### src/rtl/pcu_pkg.sv
package pcu_pkg;

  typedef enum logic [2:0] {
    CF_NONE     = 3'd0,
    CF_BR_SET   = 3'd1,
    CF_BR_CLR   = 3'd2,
    CF_JUMP     = 3'd3,
    CF_JUMP_LNK = 3'd4,
    CF_JUMP_REG = 3'd5,
    CF_JREG_LNK = 3'd6,
    CF_RET_EXC  = 3'd7
  } cf_op_e;

  // strobes from control to datapath
  typedef struct packed {
    logic hold;       // no issue: keep current address
    logic takeHeld;   // delay slot issuing: use kept destination
    logic takeSaved;  // return from exception
    logic capture;    // taken transfer: keep destination
    logic useReg;     // destination comes from register operand
    logic linkWe;
    logic statusWe;
  } pcu_strobe_t;

endpackage

### src/rtl/pcu_ctrl.sv
module pcu_ctrl
  import pcu_pkg::*;
(
  input  logic        clk,
  input  logic        rstN,
  input  logic        issueValid,
  input  logic [2:0]  cfOp,
  input  logic        flagIn,
  output pcu_strobe_t strb,
  output logic        slotPending
);

  cf_op_e op;
  assign op = cf_op_e'(cfOp);

  always_comb begin
    strb = '0;
    if (!issueValid) begin
      strb.hold = 1'b1;
    end else if (slotPending) begin
      strb.takeHeld = 1'b1;
    end else begin
      unique case (op)
        CF_BR_SET:   strb.capture = flagIn;
        CF_BR_CLR:   strb.capture = !flagIn;
        CF_JUMP:     strb.capture = 1'b1;
        CF_JUMP_LNK: begin
          strb.capture = 1'b1;
          strb.linkWe  = 1'b1;
        end
        CF_JUMP_REG: begin
          strb.capture = 1'b1;
          strb.useReg  = 1'b1;
        end
        CF_JREG_LNK: begin
          strb.capture = 1'b1;
          strb.useReg  = 1'b1;
          strb.linkWe  = 1'b1;
        end
        CF_RET_EXC: begin
          strb.takeSaved = 1'b1;
          strb.statusWe  = 1'b1;
        end
        default: ;
      endcase
    end
  end

  always_ff @(posedge clk or negedge rstN) begin
    if (!rstN)           slotPending <= 1'b0;
    else if (issueValid) slotPending <= strb.capture;
  end

  // an unconditional jump outside a slot arms the delay slot
  a_r4_jump_arms: assert property (@(posedge clk) disable iff (!rstN)
    issueValid && !slotPending && (cfOp == 3'd3) |=> slotPending);

  // the slot instruction always consumes the pending state
  a_r9_slot_consumed: assert property (@(posedge clk) disable iff (!rstN)
    issueValid && slotPending |=> !slotPending);

  // pending state frozen while nothing issues
  a_r8_pending_held: assert property (@(posedge clk) disable iff (!rstN)
    !issueValid |=> $stable(slotPending));

  // exception return never arms a slot
  a_r7_no_slot: assert property (@(posedge clk) disable iff (!rstN)
    issueValid && !slotPending && (cfOp == 3'd7) |=> !slotPending);

endmodule

### src/rtl/pcu_datapath.sv
module pcu_datapath
  import pcu_pkg::*;
#(
  parameter int ADDR_W = 32,
  parameter int OFF_W  = 26
) (
  input  logic              clk,
  input  logic              rstN,
  input  pcu_strobe_t       strb,
  input  logic [ADDR_W-1:0] curPc,
  input  logic [OFF_W-1:0]  wordOffset,
  input  logic [ADDR_W-1:0] regTarget,
  input  logic [ADDR_W-1:0] savedPc,
  output logic [ADDR_W-1:0] nextPc,
  output logic [ADDR_W-1:0] linkData
);

  localparam int EXT_W = ADDR_W - OFF_W;

  logic [ADDR_W-1:0] seqPc, relTarget, newTarget, heldTarget, offBytes;

  assign offBytes  = {{EXT_W{wordOffset[OFF_W-1]}}, wordOffset} << 2;
  assign seqPc     = curPc + ADDR_W'(4);
  assign relTarget = curPc + offBytes;
  assign newTarget = strb.useReg ? regTarget : relTarget;
  assign linkData  = curPc + ADDR_W'(8);

  always_ff @(posedge clk or negedge rstN) begin
    if (!rstN)             heldTarget <= '0;
    else if (strb.capture) heldTarget <= newTarget;
  end

  always_comb begin
    if (strb.hold)           nextPc = curPc;
    else if (strb.takeHeld)  nextPc = heldTarget;
    else if (strb.takeSaved) nextPc = savedPc;
    else                     nextPc = seqPc;
  end

  // kept destination unchanged while nothing is captured
  a_r8_target_held: assert property (@(posedge clk) disable iff (!rstN)
    !strb.capture |=> $stable(heldTarget));

endmodule

### src/rtl/pc_redirect_unit.sv
module pc_redirect_unit
  import pcu_pkg::*;
#(
  parameter int ADDR_W   = 32,
  parameter int OFF_W    = 26,
  parameter int IDX_W    = 5,
  parameter int LINK_REG = 9
) (
  input  logic              clk,
  input  logic              rstN,
  input  logic              issueValid,
  input  logic [ADDR_W-1:0] curPc,
  input  logic [2:0]        cfOp,
  input  logic [OFF_W-1:0]  wordOffset,
  input  logic [ADDR_W-1:0] regTarget,
  input  logic              flagIn,
  input  logic [ADDR_W-1:0] savedPc,
  input  logic [ADDR_W-1:0] savedStatus,
  output logic [ADDR_W-1:0] nextPc,
  output logic              slotPending,
  output logic              linkWe,
  output logic [IDX_W-1:0]  linkIdx,
  output logic [ADDR_W-1:0] linkData,
  output logic              statusWe,
  output logic [ADDR_W-1:0] statusData
);

  pcu_strobe_t strb;

  pcu_ctrl ctrl_i (
    .clk(clk), .rstN(rstN), .issueValid(issueValid), .cfOp(cfOp),
    .flagIn(flagIn), .strb(strb), .slotPending(slotPending)
  );

  pcu_datapath #(.ADDR_W(ADDR_W), .OFF_W(OFF_W)) dp_i (
    .clk(clk), .rstN(rstN), .strb(strb), .curPc(curPc),
    .wordOffset(wordOffset), .regTarget(regTarget), .savedPc(savedPc),
    .nextPc(nextPc), .linkData(linkData)
  );

  assign linkWe     = strb.linkWe;
  assign linkIdx    = IDX_W'(LINK_REG);
  assign statusWe   = strb.statusWe;
  assign statusData = savedStatus;

  // status restore and PC redirect go together
  a_r7_restore_with_pc: assert property (@(posedge clk) disable iff (!rstN)
    statusWe |-> (nextPc == savedPc));

  // register jump then slot issue lands on the register value
  a_r5_reg_target: assert property (@(posedge clk) disable iff (!rstN)
    (issueValid && !slotPending && (cfOp == 3'd5)) ##1 issueValid
      |-> (nextPc == $past(regTarget)));

  // nothing is written on behalf of a delay-slot instruction
  a_r9_slot_quiet: assert property (@(posedge clk) disable iff (!rstN)
    slotPending |-> !linkWe && !statusWe);

endmodule

### config.mk
export PLATFORM = sky130hd
export DESIGN_NAME = pc_redirect_unit
export DESIGN_NICKNAME = d
export VERILOG_FILES = /design/src/rtl/pcu_pkg.sv /design/src/rtl/pcu_ctrl.sv /design/src/rtl/pcu_datapath.sv /design/src/rtl/pc_redirect_unit.sv
export SDC_FILE = /design/constraint.sdc
export NUM_CORES = 1
export LEC_CHECK = 0
export ABC_CLOCK_PERIOD_IN_PS = 6200
export CAP_MARGIN = 20
export CELL_PAD_IN_SITES_DETAIL_PLACEMENT = 0
export CELL_PAD_IN_SITES_GLOBAL_PLACEMENT = 1
export CORE_UTILIZATION = 48
export DETAILED_ROUTE_END_ITERATION = 10
export DONT_BUFFER_PORTS = 1
export PLACE_DENSITY_LB_ADDON = 0.1
export SYNTH_ARGS = -nofsm -noshare
export SYNTH_HDL_FRONTEND = slang
export SYNTH_SLANG_ARGS = --single-unit
### constraint.sdc
create_clock -name clk -period 6.2 [get_ports clk]
set_input_delay 0.93 -clock clk [delete_from_list [all_inputs] [get_ports clk]]
set_output_delay 0.93 -clock clk [all_outputs]
set_load 0.02 [all_outputs]
-- After elaboration in Yosys (flattened, before gate mapping)
Index checks and enable logic that the tools add are counted.
- add/subtract/negate cells: 3
- equality and inequality tests: 7
- muxes and demuxes: 11
- reduce and logical (&&, ||, !) cells: 4
- operator list (cell ; number):
    two-way mux 32 bit ; 4
    adder 32 x 3 -> 32 bit (second input constant) ; 1
    adder 32 bit ; 1
    adder 32 x 4 -> 32 bit (second input constant) ; 1
    == test 3 bit (second input constant) ; 4
    == test 3 x 2 -> 1 bit (second input constant) ; 2
    two-way mux 6 bit ; 1
    two-way mux 5 bit ; 1
    two-way mux 1 bit ; 4
    OR reduction 2 bit ; 2
    OR reduction 4 bit ; 1
    == test 3 x 1 -> 1 bit (second input constant) ; 1
    case mux 1 bit (3 select lines) ; 1
    logical NOT 1 bit ; 1
- register bits after elaboration: 33
- bits of input ports: 161
- output and inout port bits: 104
- word-level logic and storage cells: 27

-- Logic depth before layout (Yosys ltp)
Gate-level depths: netlist of run 1.
- depth after elaboration: 8
- mapped depth: 10
- gate-level depth less buffers: 9

-- Hierarchy
A second synthesis of run 1 with hierarchy kept.
- cells, all modules: 757
- area total of the unflattened synthesis: 5316.3 um^2
- by module, submodules not included (module ; instances ; cells each ; area an instance (um^2) ; seq. area each (um^2)):
    pcu_datapath ; 1 ; 701 ; 4911.0 ; 800.8
    pc_redirect_unit ; 1 ; 39 ; 285.3 ; 0.0
    pcu_ctrl ; 1 ; 17 ; 120.1 ; 25.0

-- Worst setup path before layout of run 1
No wires, ideal clock.
- kind: input to output
- start: input curPc[3]
- end: output nextPc[19]
- arrival time: 2.855 ns
- path slack: 2.415 ns
- data required time: 5.270 ns
- stages: 10
- buffers on the path: 2
- cells stage by stage: ha_1 > clkbuf_1 > inv_1 > or4_4 > or2_1 > buf_6 > nor2_4 > xnor2_1 > a21oi_1 > a221o_1
- cells in the longest elaborated chain, start to end: 4
- RTL lines (item ; RTL line ; source):
    from (decl) ; pc_redirect_unit.sv:12 ; input logic [ADDR_W-1:0] curPc,
    adder 32 x 3 -> 32 bit ; pcu_datapath.sv:23 ; assign seqPc = curPc + ADDR_W'(4);
    two-way mux 32 bit ; pcu_datapath.sv:36 ; else if (strb.takeSaved) nextPc = savedPc;
    two-way mux 32 bit ; pcu_datapath.sv:35 ; else if (strb.takeHeld) nextPc = heldTarget;
    two-way mux 32 bit ; pcu_datapath.sv:34 ; if (strb.hold) nextPc = curPc;
    to (decl) ; pc_redirect_unit.sv:19 ; output logic [ADDR_W-1:0] nextPc,
No other way between the ends.

-- Final worst setup path of run 1
- start: input cfOp[0]
- end: output nextPc[23]
- cells in the longest elaborated chain, start to end: 7
- RTL lines (item ; RTL line ; source):
    from (decl) ; pc_redirect_unit.sv:13 ; input logic [2:0] cfOp,
    == test 3 bit ; pcu_ctrl.sv:23 ; unique case (op)
    two-way mux 1 bit ; pcu_ctrl.sv:23 ;
    two-way mux 5 bit ; pcu_ctrl.sv:20 ; end else if (slotPending) begin
    two-way mux 6 bit ; pcu_ctrl.sv:18 ; if (!issueValid) begin
    two-way mux 32 bit ; pcu_datapath.sv:36 ;
    two-way mux 32 bit ; pcu_datapath.sv:35 ;
    two-way mux 32 bit ; pcu_datapath.sv:34 ;
No other way between the ends.

==> results of run 1 <==
[flip-flops by register name, indices dropped and copies added, names as in the netlist]
register            cells
dp_i.heldTarget        32
ctrl_i.slotPending      1
[kinds of logic after synthesis]
group           share of synthesized area [%]
xor+xnor                                 10.4
mux                                      1.72
compound gates                           30.9
fa+ha+maj                                7.68
flops                                    15.5
simple gates                             22.9
buf+inv                                  10.7
other cells                             0.141
[worst max-delay path by stage]
stage	start	to	slack, ns
finish	cfOp[0]	nextPc[23]	1.77
global route	cfOp[0]	nextPc[23]	1.63
CTS	cfOp[0]	nextPc[23]	1.82
detailed placement	cfOp[0]	nextPc[23]	1.83
global placement	cfOp[0]	nextPc[23]	1.90
floorplan	curPc[3]	nextPc[19]	2.42
[cell usage after synthesis (9+ instances only)]
master / n
a31oi_1: 10
a22oi_1: 9
a221o_1: 10
a21o_1: 15
nor2_1: 59
inv_1: 16
ha_1: 31
nand3_1: 21
xor2_1: 34
o21ai_0: 67
xnor2_1: 29
a21oi_1: 59
dfrtp_1: 33
buf_4: 41
nand2_1: 94
a211oi_1: 13
nand4_1: 18
nor3_1: 20
clkbuf_1: 39
and3_1: 18
[power by group]
| part | internal (W) | total [W] | switching, W |
|---|---|---|---|
| Combinational | 0.000183 | 0.000497 | 0.000314 |
| Sequential | 0.000286 | 0.000337 | 0.0000502 |
| Clock | 0.0000880 | 0.000179 | 0.0000905 |
| Total | 0.000557 | 0.00101 | 0.000454 |
[area by class of cell]
cell class	count	area share, %
clock buffers	6	1.61
clock inverters	1	0.147
inverters	16	1.17
multi-input cells	619	76.8
flip-flops and latches	33	16.1
well taps	140	3.42
repair buffers	5	0.733
[per-layer routing]
metal / up-vias / wire [microns] / share of wire, % / global-route usage, %
li1: 2558 / - / - / -
met1: 2545 / 8350 / 45 / 43.2
met2: 266 / 8350 / 45 / 49.3
met3: 32 / 1730 / 9.2 / 8.27
met4: 0 / 316 / 1.7 / 7.24
met5: - / 0 / 0 / 0
[through the flow]
step | instances | instance area [sq um] | power (W) | util, %
5_1_grt | 820 | 5120 | 0.00108 | 47.4
2_1_floorplan | 758 | 5330 | 0.000766 | -
6_report | 820 | 5120 | 0.00101 | 47.4
4_1_cts | 819 | 5110 | 0.00100 | 47.4
3_5_place_dp | 812 | 5020 | 0.000829 | 46.5
3_3_place_gp | 812 | 5020 | 0.000821 | 46.5
==> run_results.csv, run 1 <==
group,metric,value,unit
finish,layout_common_cells,"94 x nand2_1, 67 x o21ai_0, 59 x a21oi_1, 59 x nor2_1, 34 x xor2_1",
clocking,clock-sinks,33,
synthesis,synth_edf_count,0,
finish,layout.cells.most_common,"nand2_1",
grt,grt_pass1_wl,27.7,mm
pwr,p_per_area,198,nW/um^2
synthesis,synth_top_cell_by_area,"dfrtp_1",
worst_hold_path,hold_path_class,"in2async",
clocking,cts-hold-fix-buffers,0,
setup_path,crit_family,"simple AND/OR/NAND/NOR gates",
detailed_routing,ant_nets,0,
synthesis,synth_cells,755,
grt,grt_use_total,31.5,%
die,dieArea,11500,sq um
synthesis,ys.flop_type,"dfrtp_1",
pwr,leakagePower,2.06,nW
die,initial_core_util,49.2,%
setup_path,worstPathMaxFanout,23,
synthesis,seq_area_frac_synth,15.5,%
die,die_w,107,microns
detailed_routing,drc,2,
setup_path,cp.depth,6,
timing,setup_viol,0,
timing,tns,0,ns
synthesis,ys_top_cells_by_area,"dfrtp_1 16%, ha_1 7.3%, nand2_1 6.6%",
setup_path,r2r_start,"ctrl_i.slotPending$_DFFE_PN0P_",
timing,slew_violations,0,
clocking,clk_path_buf_depth,2,
detailed_routing,routed_wl,18.7,mm
timing,period_needed,4.43,ns
synthesis,ys_types,69,
placement,place_ws,1.83,ns
setup_path,crit_path_start_kind,"input port",
timing,fin_skew,0.00681,ns
setup_path,rrSetupSlack,3.38,ns
synthesis,avgSynthCellArea,7.04,sq um
detailed_routing,detail_route.iter0.violations,557,
grt,grt_overflow,0,
setup_path,reg2regPathDepth,8,
grt,grt_max_degree,49,
finish,nets,873,
detailed_routing,dr.pass1.iters,8,
timing,fmax,226,MHz
clocking,worstSkewPairLatency,0.29,ns
clocking,cts.clk_slew.worst_paths,0.08,ns
finish,fillers,1125,
timing,worst_slack,1.77,ns
setup_path,r2r_end,"dp_i.heldTarget[31]$_DFFE_PN0P_",
timing,hold_viol_final,0,
timing,fin_crit_sh,71.4,%
clocking,ctsRootBufferMaster,"clkbuf_8",
setup_path,slowest_stage,"and3_1",
synthesis,synth.ff_latch_count,33,
setup_path,cp_num_buf_inv,1,
die,row_count,38,
clocking,cts_tree,"done",
setup_path,crit_chain,"and3_1 > nand2_1 > inv_1 > nor2_1 > a221o_1 > a32o_1",
setup_path,end_kind,"output port",
die,io_pins,265,
pwr,vdd_ir_drop_max,0.106,mV
placement,hpwl,14.8,mm
job,maxCapViolations,0,
synthesis,yosysWarnings,0,
synthesis,synth.top_cell.area_share,15.5,%
setup_path,required,5.27,ns
placement,routabilityCongestion,0.864,
timing,rsz0062_at_grt,"no",
detailed_routing,wl_per_cell,22.9,microns
placement,port_buffers,0,
die,core_area,10800,sq um
status,status,"finished with violations",
setup_path,cpPeakStageDelay,0.72,ns
finish,n_antenna_cell,0,
timing,holdWs,0.325,ns
synthesis,syn_area,5310,sq um
die,die_y,107,microns
grt,grt_pass1_vias,4901,
detailed_routing,viasPerCell,6.59,
setup_path,crit_arrival,3.50,ns
clocking,cts_resized,0,
status,violations,"DRC",
finish,drive_gt1_share,4.56,%
finish,synthToLayoutAreaGrowth,-3.67,%
grt,grt_antenna_before_repair,0,
synthesis,ys_async_sr_fraction,100,%
timing,worst_slew_pin_slew,0.858,ns
finish,multi_input_area,3930,sq um
timing,relSlewSlack,42.2,%
clocking,htree_levels,2,
detailed_routing,vias,5401,
setup_path,crit_type,"in2out",
finish,area.sequential,826,sq um
clocking,postCtsSetupBuffers,0,
clocking,cts_made_buffers,5,
No activity file was read; power rests on OpenSTA's default activity.
==> run 2, diff against run 1 <==
--- a/config.mk
+++ b/config.mk
@@ -5,11 +5,11 @@
 export SDC_FILE = /design/constraint.sdc
 export NUM_CORES = 1
 export LEC_CHECK = 0
-export ABC_CLOCK_PERIOD_IN_PS = 6200
+export ABC_CLOCK_PERIOD_IN_PS = 4400
 export CAP_MARGIN = 20
 export CELL_PAD_IN_SITES_DETAIL_PLACEMENT = 0
 export CELL_PAD_IN_SITES_GLOBAL_PLACEMENT = 1
-export CORE_UTILIZATION = 48
+export CORE_UTILIZATION = 45
 export DETAILED_ROUTE_END_ITERATION = 10
 export DONT_BUFFER_PORTS = 1
 export PLACE_DENSITY_LB_ADDON = 0.1
==> constraint.sdc (replaced) <==
create_clock -name clk -period 4.4 [get_ports clk]
set_input_delay 0.66 -clock clk [delete_from_list [all_inputs] [get_ports clk]]
set_output_delay 0.66 -clock clk [all_outputs]
set_load 0.02 [all_outputs]
==> run 2 against run 1 <==
Against the previous run: the flow now finishes without violations; sequential power grew 43%; global-route usage down 1.5 points; clock skew down 0.0018 ns; wire length is 1.7% higher; die area rose by 6.5%; count of clock-buffer cells in the layout did not move; final area grew 2.8%; largest power group unchanged.
==> run_results.csv, run 2 (synthesis results as in run 1) <==
group,metric,value,unit
timing,tns,0,ns
pwr,p_total,0.00160,W
setup_path,end_kind,"output port",
clocking,cts.clk_slew.worst_paths,0.06,ns
finish,fillers,1213,
clocking,htree_levels,2,
finish,largest_register,"dp_i.heldTarget",
setup_path,worstPathMaxFanout,19,
die,dieArea,12200,sq um
timing,setup_viol,0,
placement,port_buffers,0,
timing,slew_violations,0,
timing,fmax,297,MHz
timing,hold_viol_final,0,
setup_path,crit_chain,"inv_1 > a21oi_1 > buf_4 > nor3_1 > a211oi_1 > o21ai_0",
die,core_area,11500,sq um
grt,grt_use_total,30.0,%
finish,layout.cells.most_common,"nand2_1",
detailed_routing,detail_route.iter0.violations,390,
timing,fin_crit_sh,76.6,%
finish,final_cell_area,5260,sq um
grt,grt_pass1_wl,28.9,mm
detailed_routing,routed_wl,19.1,mm
timing,rsz0062_at_grt,"no",
setup_path,slowest_stage,"o21ai_0",
finish,drive_gt1_share,5.67,%
clocking,clk_path_buf_depth,2,
finish,synthToLayoutAreaGrowth,-0.989,%
finish,nets,880,
die,initial_core_util,46.3,%
grt,grt_antenna_before_repair,0,
finish,largest_reg_flops,32,
finish,top_regs,"dp_i.heldTarget (32), ctrl_i.slotPending (1)",
placement,hpwl,15.4,mm
finish,n_antenna_cell,0,
placement,place_area,5080,sq um
pwr,leakagePower,2.14,nW
die,io_pins,265,
clocking,ctsRootBufferMaster,"clkbuf_16",
pwr,p_per_area,304,nW/um^2
grt,grt_overflow,0,
status,status,"completed",
setup_path,crit_arrival,2.71,ns
detailed_routing,viasPerCell,6.48,
clocking,worstSkewPairLatency,0.28,ns
detailed_routing,ant_nets,0,
timing,worst_slew_pin_slew,0.805,ns
worst_hold_path,hold_path_class,"in2async",
die,row_count,39,
setup_path,crit_type,"reg2out",
clocking,postCtsSetupBuffers,0,
finish,layout_common_cells,"94 x nand2_1, 67 x o21ai_0, 59 x a21oi_1, 59 x nor2_1, 34 x xor2_1",
pwr,vdd_ir_drop_max,0.163,mV
die,die_y,111,microns
detailed_routing,wl_per_cell,22.9,microns
detailed_routing,drc,0,
setup_path,cpPeakStageDelay,0.66,ns
clocking,clock-sinks,33,
setup_path,cp_num_buf_inv,2,
setup_path,crit_path_start_kind,"flip-flop",
placement,dp.cells,823,
timing,relSlewSlack,45.8,%
timing,period_needed,3.37,ns
detailed_routing,vias,5384,
timing,fin_skew,0.00501,ns
clocking,cts-hold-fix-buffers,0,
setup_path,crit_family,"compound AO/OA/AOI/OAI gates",
placement,routabilityCongestion,0.923,
grt,grt_pass1_vias,5082,
clocking,cts_resized,0,
finish,final_cells,831,
detailed_routing,dr.pass1.iters,5,
clocking,cts_made_buffers,5,
clocking,cts_tree,"done",
setup_path,required,3.74,ns
grt,grt_max_degree,50,
die,die_w,111,microns
job,maxCapViolations,0,
[run 2: cell types whose count changed in the layout (fill, tap and decap cells not counted)]
cell	before	now
buf_4	5	12
bufinv_16	0	1
clkbuf_16	0	5
clkbuf_8	6	1
[run 2: per-layer routing]
layer | vias to the layer above | wire length, microns | GRT usage (%)
met4 | 0 | 302 | 7.29
met5 | - | 0 | 0
met1 | 2519 | 8740 | 42.1
met2 | 261 | 8320 | 46.2
li1 | 2579 | - | -
met3 | 25 | 1690 | 7.11
[run 2: path summary, 6_finish.rpt]
kind | from | to | slack, ns | cells past startpoint
worst max register to register | ctrl_i.slotPending$_DFFE_PN0P_ | dp_i.heldTarget[7]$_DFFE_PN0P_ | 1.76 | 7
worst max-delay path | ctrl_i.slotPending$_DFFE_PN0P_ | nextPc[21] | 1.03 | 6
max in group asynchronous | rstN | dp_i.heldTarget[8]$_DFFE_PN0P_ | 4.24 | 0
worst min register to register | dp_i.heldTarget[1]$_DFFE_PN0P_ | dp_i.heldTarget[1]$_DFFE_PN0P_ | 0.48 | 2
min in group clk | dp_i.heldTarget[1]$_DFFE_PN0P_ | dp_i.heldTarget[1]$_DFFE_PN0P_ | 0.48 | 2
worst min-delay path | rstN | dp_i.heldTarget[24]$_DFFE_PN0P_ | 0.08 | 0
[run 2: power by group]
part | switching [W] | internal [W] | leakage [nW]
clock network | 0.000135 | 0.000283 | 0.0831
logic | 0.000438 | 0.000262 | 1.66
registers | 0.0000764 | 0.000405 | 0.400
[run 2: per-stage QoR]
step           util, %  worst slack, ns  hold WS (ns)
6_report          45.9             1.03        0.0769
5_1_grt           45.9            0.910        0.0670
4_1_cts           45.9             1.05        0.0727
3_5_place_dp      44.3             1.06         0.367
3_3_place_gp      44.3             1.09         0.367
2_1_floorplan        -             1.16         0.364
[run 2: final cells by class]
class | count | area [sq um] | area share (%)
Multi-Input combinational cell | 619 | 3930 | 74.7
Timing Repair Buffer | 12 | 90.1 | 1.71
Clock buffer | 6 | 139 | 2.64
Clock inverter | 2 | 37.5 | 0.713
Sequential cell | 33 | 826 | 15.7
Tap cell | 143 | 179 | 3.40
Inverter | 16 | 60.1 | 1.14
